File: src/rtl/cbx_pkg.sv
package cbx_pkg;
  localparam int NUM_BANK_REGS = 8;
  localparam int DATA_W        = 8;
  localparam int PRG_OFS_W     = 13;
  localparam int CHR_OFS_W     = 10;
  localparam int VRAM_W        = 11;

  typedef logic [DATA_W-1:0] byte_t;

  typedef enum logic [1:0] {
    WR_IDLE,
    WR_SELECT,
    WR_BANK,
    WR_MIRROR
  } wr_kind_e;

  function automatic int idx_bits(int n);
    return (n <= 2) ? 1 : $clog2(n);
  endfunction

  function automatic int chr_width(int n);
    int w;
    w = CHR_OFS_W + idx_bits(n);
    return (w > 13) ? w : 13;
  endfunction
endpackage

File: src/rtl/cbx_regfile.sv
module cbx_regfile
  import cbx_pkg::*;
(
  input  logic                          clk,
  input  logic                          rst,
  input  logic                          wr_en,
  input  logic [15:0]                   wr_addr,
  input  byte_t                         wr_data,
  output byte_t                         sel_q,
  output logic [NUM_BANK_REGS-1:0][7:0] bank_q,
  output logic                          mirror_q
);
  wr_kind_e kind;
  logic     unused_addr;

  assign unused_addr = ^wr_addr[12:1];

  always_comb begin
    kind = WR_IDLE;
    if (wr_en && wr_addr[15]) begin
      unique case (wr_addr[14:13])
        2'b00:   kind = wr_addr[0] ? WR_BANK : WR_SELECT;
        2'b01:   kind = wr_addr[0] ? WR_IDLE : WR_MIRROR;
        default: kind = WR_IDLE;
      endcase
    end
  end

  always_ff @(posedge clk) begin
    if (rst) begin
      sel_q    <= '0;
      bank_q   <= '0;
      mirror_q <= 1'b0;
    end else begin
      if (kind == WR_SELECT) sel_q <= wr_data;
      if (kind == WR_MIRROR) mirror_q <= wr_data[0];
      for (int i = 0; i < NUM_BANK_REGS; i++) begin
        if (kind == WR_BANK && sel_q[2:0] == i[2:0]) bank_q[i] <= wr_data;
      end
    end
  end
endmodule

File: src/rtl/cbx_prg_map.sv
module cbx_prg_map
  import cbx_pkg::*;
#(
  parameter int PRG_BANKS = 16,
  localparam int PRG_BW   = idx_bits(PRG_BANKS),
  localparam int PRG_AW   = PRG_OFS_W + PRG_BW
) (
  input  logic              fixed_low,
  input  byte_t             reg_a,
  input  byte_t             reg_b,
  input  logic [14:0]       cpu_addr,
  output logic [PRG_AW-1:0] prg_addr
);
  localparam byte_t SECOND_LAST = byte_t'(PRG_BANKS - 2);
  localparam byte_t LAST_BANK   = byte_t'(PRG_BANKS - 1);

  byte_t pick;
  logic  unused_prg;

  always_comb begin
    unique case (cpu_addr[14:13])
      2'd0:    pick = fixed_low ? SECOND_LAST : reg_a;
      2'd1:    pick = reg_b;
      2'd2:    pick = fixed_low ? reg_a : SECOND_LAST;
      default: pick = LAST_BANK;
    endcase
  end

  assign unused_prg = ^pick;
  assign prg_addr   = {pick[PRG_BW-1:0], cpu_addr[PRG_OFS_W-1:0]};
endmodule

File: src/rtl/cbx_chr_map.sv
module cbx_chr_map
  import cbx_pkg::*;
#(
  parameter int CHR_BANKS = 32,
  localparam int CHR_BW   = idx_bits(CHR_BANKS),
  localparam int MAP_W    = CHR_OFS_W + CHR_BW,
  localparam int CHR_AW   = chr_width(CHR_BANKS)
) (
  input  logic              swap_halves,
  input  logic [5:0][7:0]   regs,
  input  logic [12:0]       vid_addr,
  output logic [CHR_AW-1:0] chr_addr
);
  byte_t            win_bank [8];
  byte_t            cur;
  logic [MAP_W-1:0] mapped;
  logic             unused_chr;

  for (genvar w = 0; w < 8; w++) begin : g_win
    localparam int K    = w % 4;
    localparam bit HIGH = (w >= 4);
    byte_t pair_v, one_v;
    assign pair_v      = {regs[K/2][7:1], (K % 2 == 1)};
    assign one_v       = regs[2+K];
    assign win_bank[w] = (HIGH ^ swap_halves) ? one_v : pair_v;
  end

  assign cur        = win_bank[vid_addr[12:10]];
  assign mapped     = {cur[CHR_BW-1:0], vid_addr[CHR_OFS_W-1:0]};
  assign unused_chr = ^{cur, regs[0][0], regs[1][0]};
  assign chr_addr   = (CHR_BANKS == 0) ? CHR_AW'(vid_addr) : CHR_AW'(mapped);
endmodule

File: src/rtl/cart_bank_xlat.sv
module cart_bank_xlat
  import cbx_pkg::*;
#(
  parameter int PRG_BANKS = 16,
  parameter int CHR_BANKS = 32,
  localparam int PRG_AW   = PRG_OFS_W + idx_bits(PRG_BANKS),
  localparam int CHR_AW   = chr_width(CHR_BANKS)
) (
  input  logic              clk,
  input  logic              rst,
  input  logic              wr_en,
  input  logic [15:0]       wr_addr,
  input  logic [7:0]        wr_data,
  input  logic [14:0]       cpu_addr,
  input  logic [12:0]       vid_addr,
  output logic [PRG_AW-1:0] prg_rom_addr,
  output logic [CHR_AW-1:0] chr_addr,
  output logic [10:0]       vram_addr
);
  byte_t                         sel_q;
  logic [NUM_BANK_REGS-1:0][7:0] bank_q;
  logic                          mirror_q;

  cbx_regfile u_regs (
    .clk      (clk),
    .rst      (rst),
    .wr_en    (wr_en),
    .wr_addr  (wr_addr),
    .wr_data  (wr_data),
    .sel_q    (sel_q),
    .bank_q   (bank_q),
    .mirror_q (mirror_q)
  );

  cbx_prg_map #(.PRG_BANKS(PRG_BANKS)) u_prg (
    .fixed_low (sel_q[6]),
    .reg_a     (bank_q[6]),
    .reg_b     (bank_q[7]),
    .cpu_addr  (cpu_addr),
    .prg_addr  (prg_rom_addr)
  );

  cbx_chr_map #(.CHR_BANKS(CHR_BANKS)) u_chr (
    .swap_halves (sel_q[7]),
    .regs        (bank_q[5:0]),
    .vid_addr    (vid_addr),
    .chr_addr    (chr_addr)
  );

  logic unused_sel;
  assign unused_sel = ^sel_q[5:3];

  assign vram_addr = mirror_q ? {vid_addr[11], vid_addr[9:0]} : vid_addr[VRAM_W-1:0];
endmodule

File: config.mk
export PLATFORM = sky130hd
export DESIGN_NAME = cart_bank_xlat
export DESIGN_NICKNAME = d
export VERILOG_FILES = /design/src/rtl/cbx_pkg.sv /design/src/rtl/cbx_regfile.sv /design/src/rtl/cbx_prg_map.sv /design/src/rtl/cbx_chr_map.sv /design/src/rtl/cart_bank_xlat.sv
export SDC_FILE = /design/constraint.sdc
export NUM_CORES = 1
export LEC_CHECK = 0
export BUFFER_PORTS_ARGS = -buffer_cell sky130_fd_sc_hd__clkbuf_2
export CORE_MARGIN = 3
export CORE_UTILIZATION = 43
export DETAILED_ROUTE_END_ITERATION = 8
export PLACE_DENSITY = 0.86
export SYNTH_ARGS = -nofsm -noshare
export SYNTH_HDL_FRONTEND = slang
export SYNTH_SLANG_ARGS = --single-unit
File: constraint.sdc
create_clock -name clk -period 1.3 [get_ports clk]
set_clock_uncertainty 0.15 [all_clocks]
set_input_delay 0 -clock clk [delete_from_list [all_inputs] [get_ports clk]]
set_output_delay 0 -clock clk [all_outputs]
set_load 0.02 [all_outputs]
==> impl_metrics.json <==
{
  "status": "finished, violations left",
  "failed_checks": "negative setup slack",
  "ys.warnings.count": 0,
  "ys_seq_area_share_pct": 36.3,
  "path_class": "flop to output pin",
  "grt_max_degree": 28,
  "h-tree-depth": 2,
  "fp-row-count": 26,
  "fmax_ghz": 0.653,
  "avgSynthCellArea_um2": 9.86,
  "finalCriticalPeriod_ns": 1.53,
  "vdd_ir_drop_max_uv": 686,
  "cp-start-kind": "flop",
  "slew-limit-headroom_pct": 72.7,
  "finalNonFillerCells": 344,
  "core_mm2": 0.00517,
  "drt_first_pass_iters": 4,
  "synthAdderAreaFrac_pct": 0,
  "num_vias": 1770,
  "placed_area_mm2": 0.00234,
  "drive_gt1_share_pct": 34.7,
  "hold_viol": 0,
  "clkTransAtPathRegs_ns": 0.09,
  "die_h_um": 79.4,
  "final_common_cell": "nand2b_1",
  "start_util_pct": 44.8,
  "rsz0062_at_grt": "yes",
  "worst_hold_slack_ns": 0.0191,
  "grt_use_total_pct": 16.8,
  "viasPerCell": 5.15,
  "yosys_register_bits": 42,
  "routed_wl_um": 5390,
  "grt_pass1_wl_um": 8270,
  "grt_pass1_vias": 1758,
  "antenna_cells": 0,
  "postSynthCellCount": 235,
  "synth_nets": 290,
  "cts.sinks": 42,
  "final_cell_mix": "43 x nand2b_1, 41 x mux2i_1, 31 x dlygate4sd3_1, 31 x dfxtp_1, 18 x clkbuf_2",
  "setup_viol": 26,
  "worstMarginPinSlew_ns": 0.408,
  "io_buffers": 28,
  "arrival_ns": 1.38,
  "dpl.hpwl_um": 3340,
  "grt_overflow_total": 0,
  "n_fill_cell": 410,
  "clk_latency_ns": 0.30,
  "synth-xor-area-share_pct": 0.756,
  "nets": 328,
  "end_kind": "output pin",
  "pre_cts_ws_ns": -0.140,
  "placedCellCount": 299,
  "synth_compound_area_share_pct": 5.89,
  "cts_tree": "built",
  "syn-cell-area_mm2": 0.00232,
  "drv_slew": 0,
  "cp_max_fo": 2,
  "tns_ns": -2.89,
  "muxShareOfSynthArea_pct": 22.6,
  "dieArea_mm2": 0.00630,
  "setup_ws_ns": -0.232,
  "min_period_over_period_pct": 118,
  "clockBufferDepth": 2,
  "root_buffer": "clkbuf_8",
  "gp_congestion": 0.780,
  "synth.distinct_cells": 33,
  "power.density_mw_per_mm2": 867,
  "r2r_slack_ns": -0.15,
  "total_leakage_power_nw": 1.34,
  "antenna_left": 0,
  "post_drt_wl_per_cell_um": 15.7,
  "ios": 98,
  "synth-simple-area-share_pct": 21.3,
  "synth_top_family_by_area": "multiplexers",
  "antenna_found_initial": 0,
  "stdcell_area_mm2": 0.00300,
  "required_ns": 1.15,
  "area_growth_pct": 29.6,
  "die_w_um": 79.4,
  "drtIter0Drc": 80,
  "min_path_type": "primary input to flop",
  "cap_violations": 0,
  "cts_made_buffers": 5,
  "drc": 0
}
-- routing by layer --
layer  routed length, um  up-vias  track usage [%]
li1                    -      855                -
met1                2330      842             20.5
met2                2660       64             29.0
met3                 302        9             4.51
met4                  93        0             5.15
met5                   0        -                0
-- Yosys cell counts (all sizes together) --
cell	count	area share, %
and4b	2	0.86
and4	1	0.38
nor2	2	0.32
mux4	4	3.9
and2	2	0.54
a31o	1	0.38
nand4bb	1	0.49
nor4b	1	1.0
o22a	3	1.1
a31oi	1	0.27
nand4	3	1.1
o21ai	11	2.4
and4bb	2	1.1
dfxtp	42	36
nand2b	43	12
nand2	8	1.4
clkbuf	7	1.1
mux2i	41	18
nand3	2	0.65
a21oi	8	1.7
nor3	1	0.22
xor2	1	0.38
inv	2	0.32
buf	38	12
nand3b	5	1.6
mux2	2	0.97
xnor2	1	0.38
-- power breakdown --
group | internal (W) | switching [W]
logic | 0.000200 | 0.000240
registers | 0.00129 | 0.00000351
clock network | 0.000429 | 0.000443
-- sequential cells by signal (all words and copies together) (netlist names) --
signal	cells
u_regs.bank_q	36
u_regs.sel_q	5
u_regs.mirror_q	1
-- repair_timing --
item,4_1_cts,5_1_grt
hold buffers,31,0
cloned,0,1
endpoints found under the setup margin,39,45
gates resized for setup,29,49
setup buffers,2,4
endpoints found under the hold margin,45,0
pin swaps,12,9
-- final timing paths --
| path | cells after the start | startpoint | end |
|---|---|---|---|
| hold reg to reg | 2 | u_regs.bank_q[26]$_SDFFE_PP0P_ | u_regs.bank_q[26]$_SDFFE_PP0P_ |
| setup / recovery | 4 | u_regs.bank_q[41]$_SDFFE_PP0P_ | chr_addr[11] |
| setup reg to reg | 5 | u_regs.sel_q[2]$_SDFFE_PP0N_ | u_regs.bank_q[4]$_SDFFE_PP0P_ |
| hold / removal | 4 | wr_addr[0] | u_regs.sel_q[7]$_SDFFE_PP0N_ |
-- logic make-up (layout without fill, tap and decap cells) --
family	count (synthesis)	count (layout)
AO/OA/AOI/OAI	24	24
XOR/XNOR	2	2
buffers and inverters	47	86
flip-flops	42	42
multiplexers	47	47
AND/OR/NAND/NOR	73	73
-- layout make-up --
cell class                      count  area [um^2]  share of cell area, %
Multi-Input combinational cell    146         1300                   43.3
Sequential cell                    42          860                   28.6
Timing Repair Buffer               76          657                   21.9
Tap cell                           70         87.6                   2.92
Clock buffer                        7         86.3                   2.88
Inverter                            2         7.51                  0.250
Clock inverter                      1         5.00                  0.167
-- through the flow --
stage	utilization [%]	power (W)
after floorplan	-	0.00161
after global placement	45.3	0.00155
after detailed placement	45.3	0.00155
after CTS	55.0	0.00258
final	58.0	0.00260
after global routing	58.0	0.00269
-- worst max-delay path, stage by stage (launching register included) --
cell	delay, ns
dfxtp_2	0.32
mux4_2	0.49
nand2_2	0.09
o21ai_2	0.05
buf_6	0.13
Power figures use the tool's default switching activity.
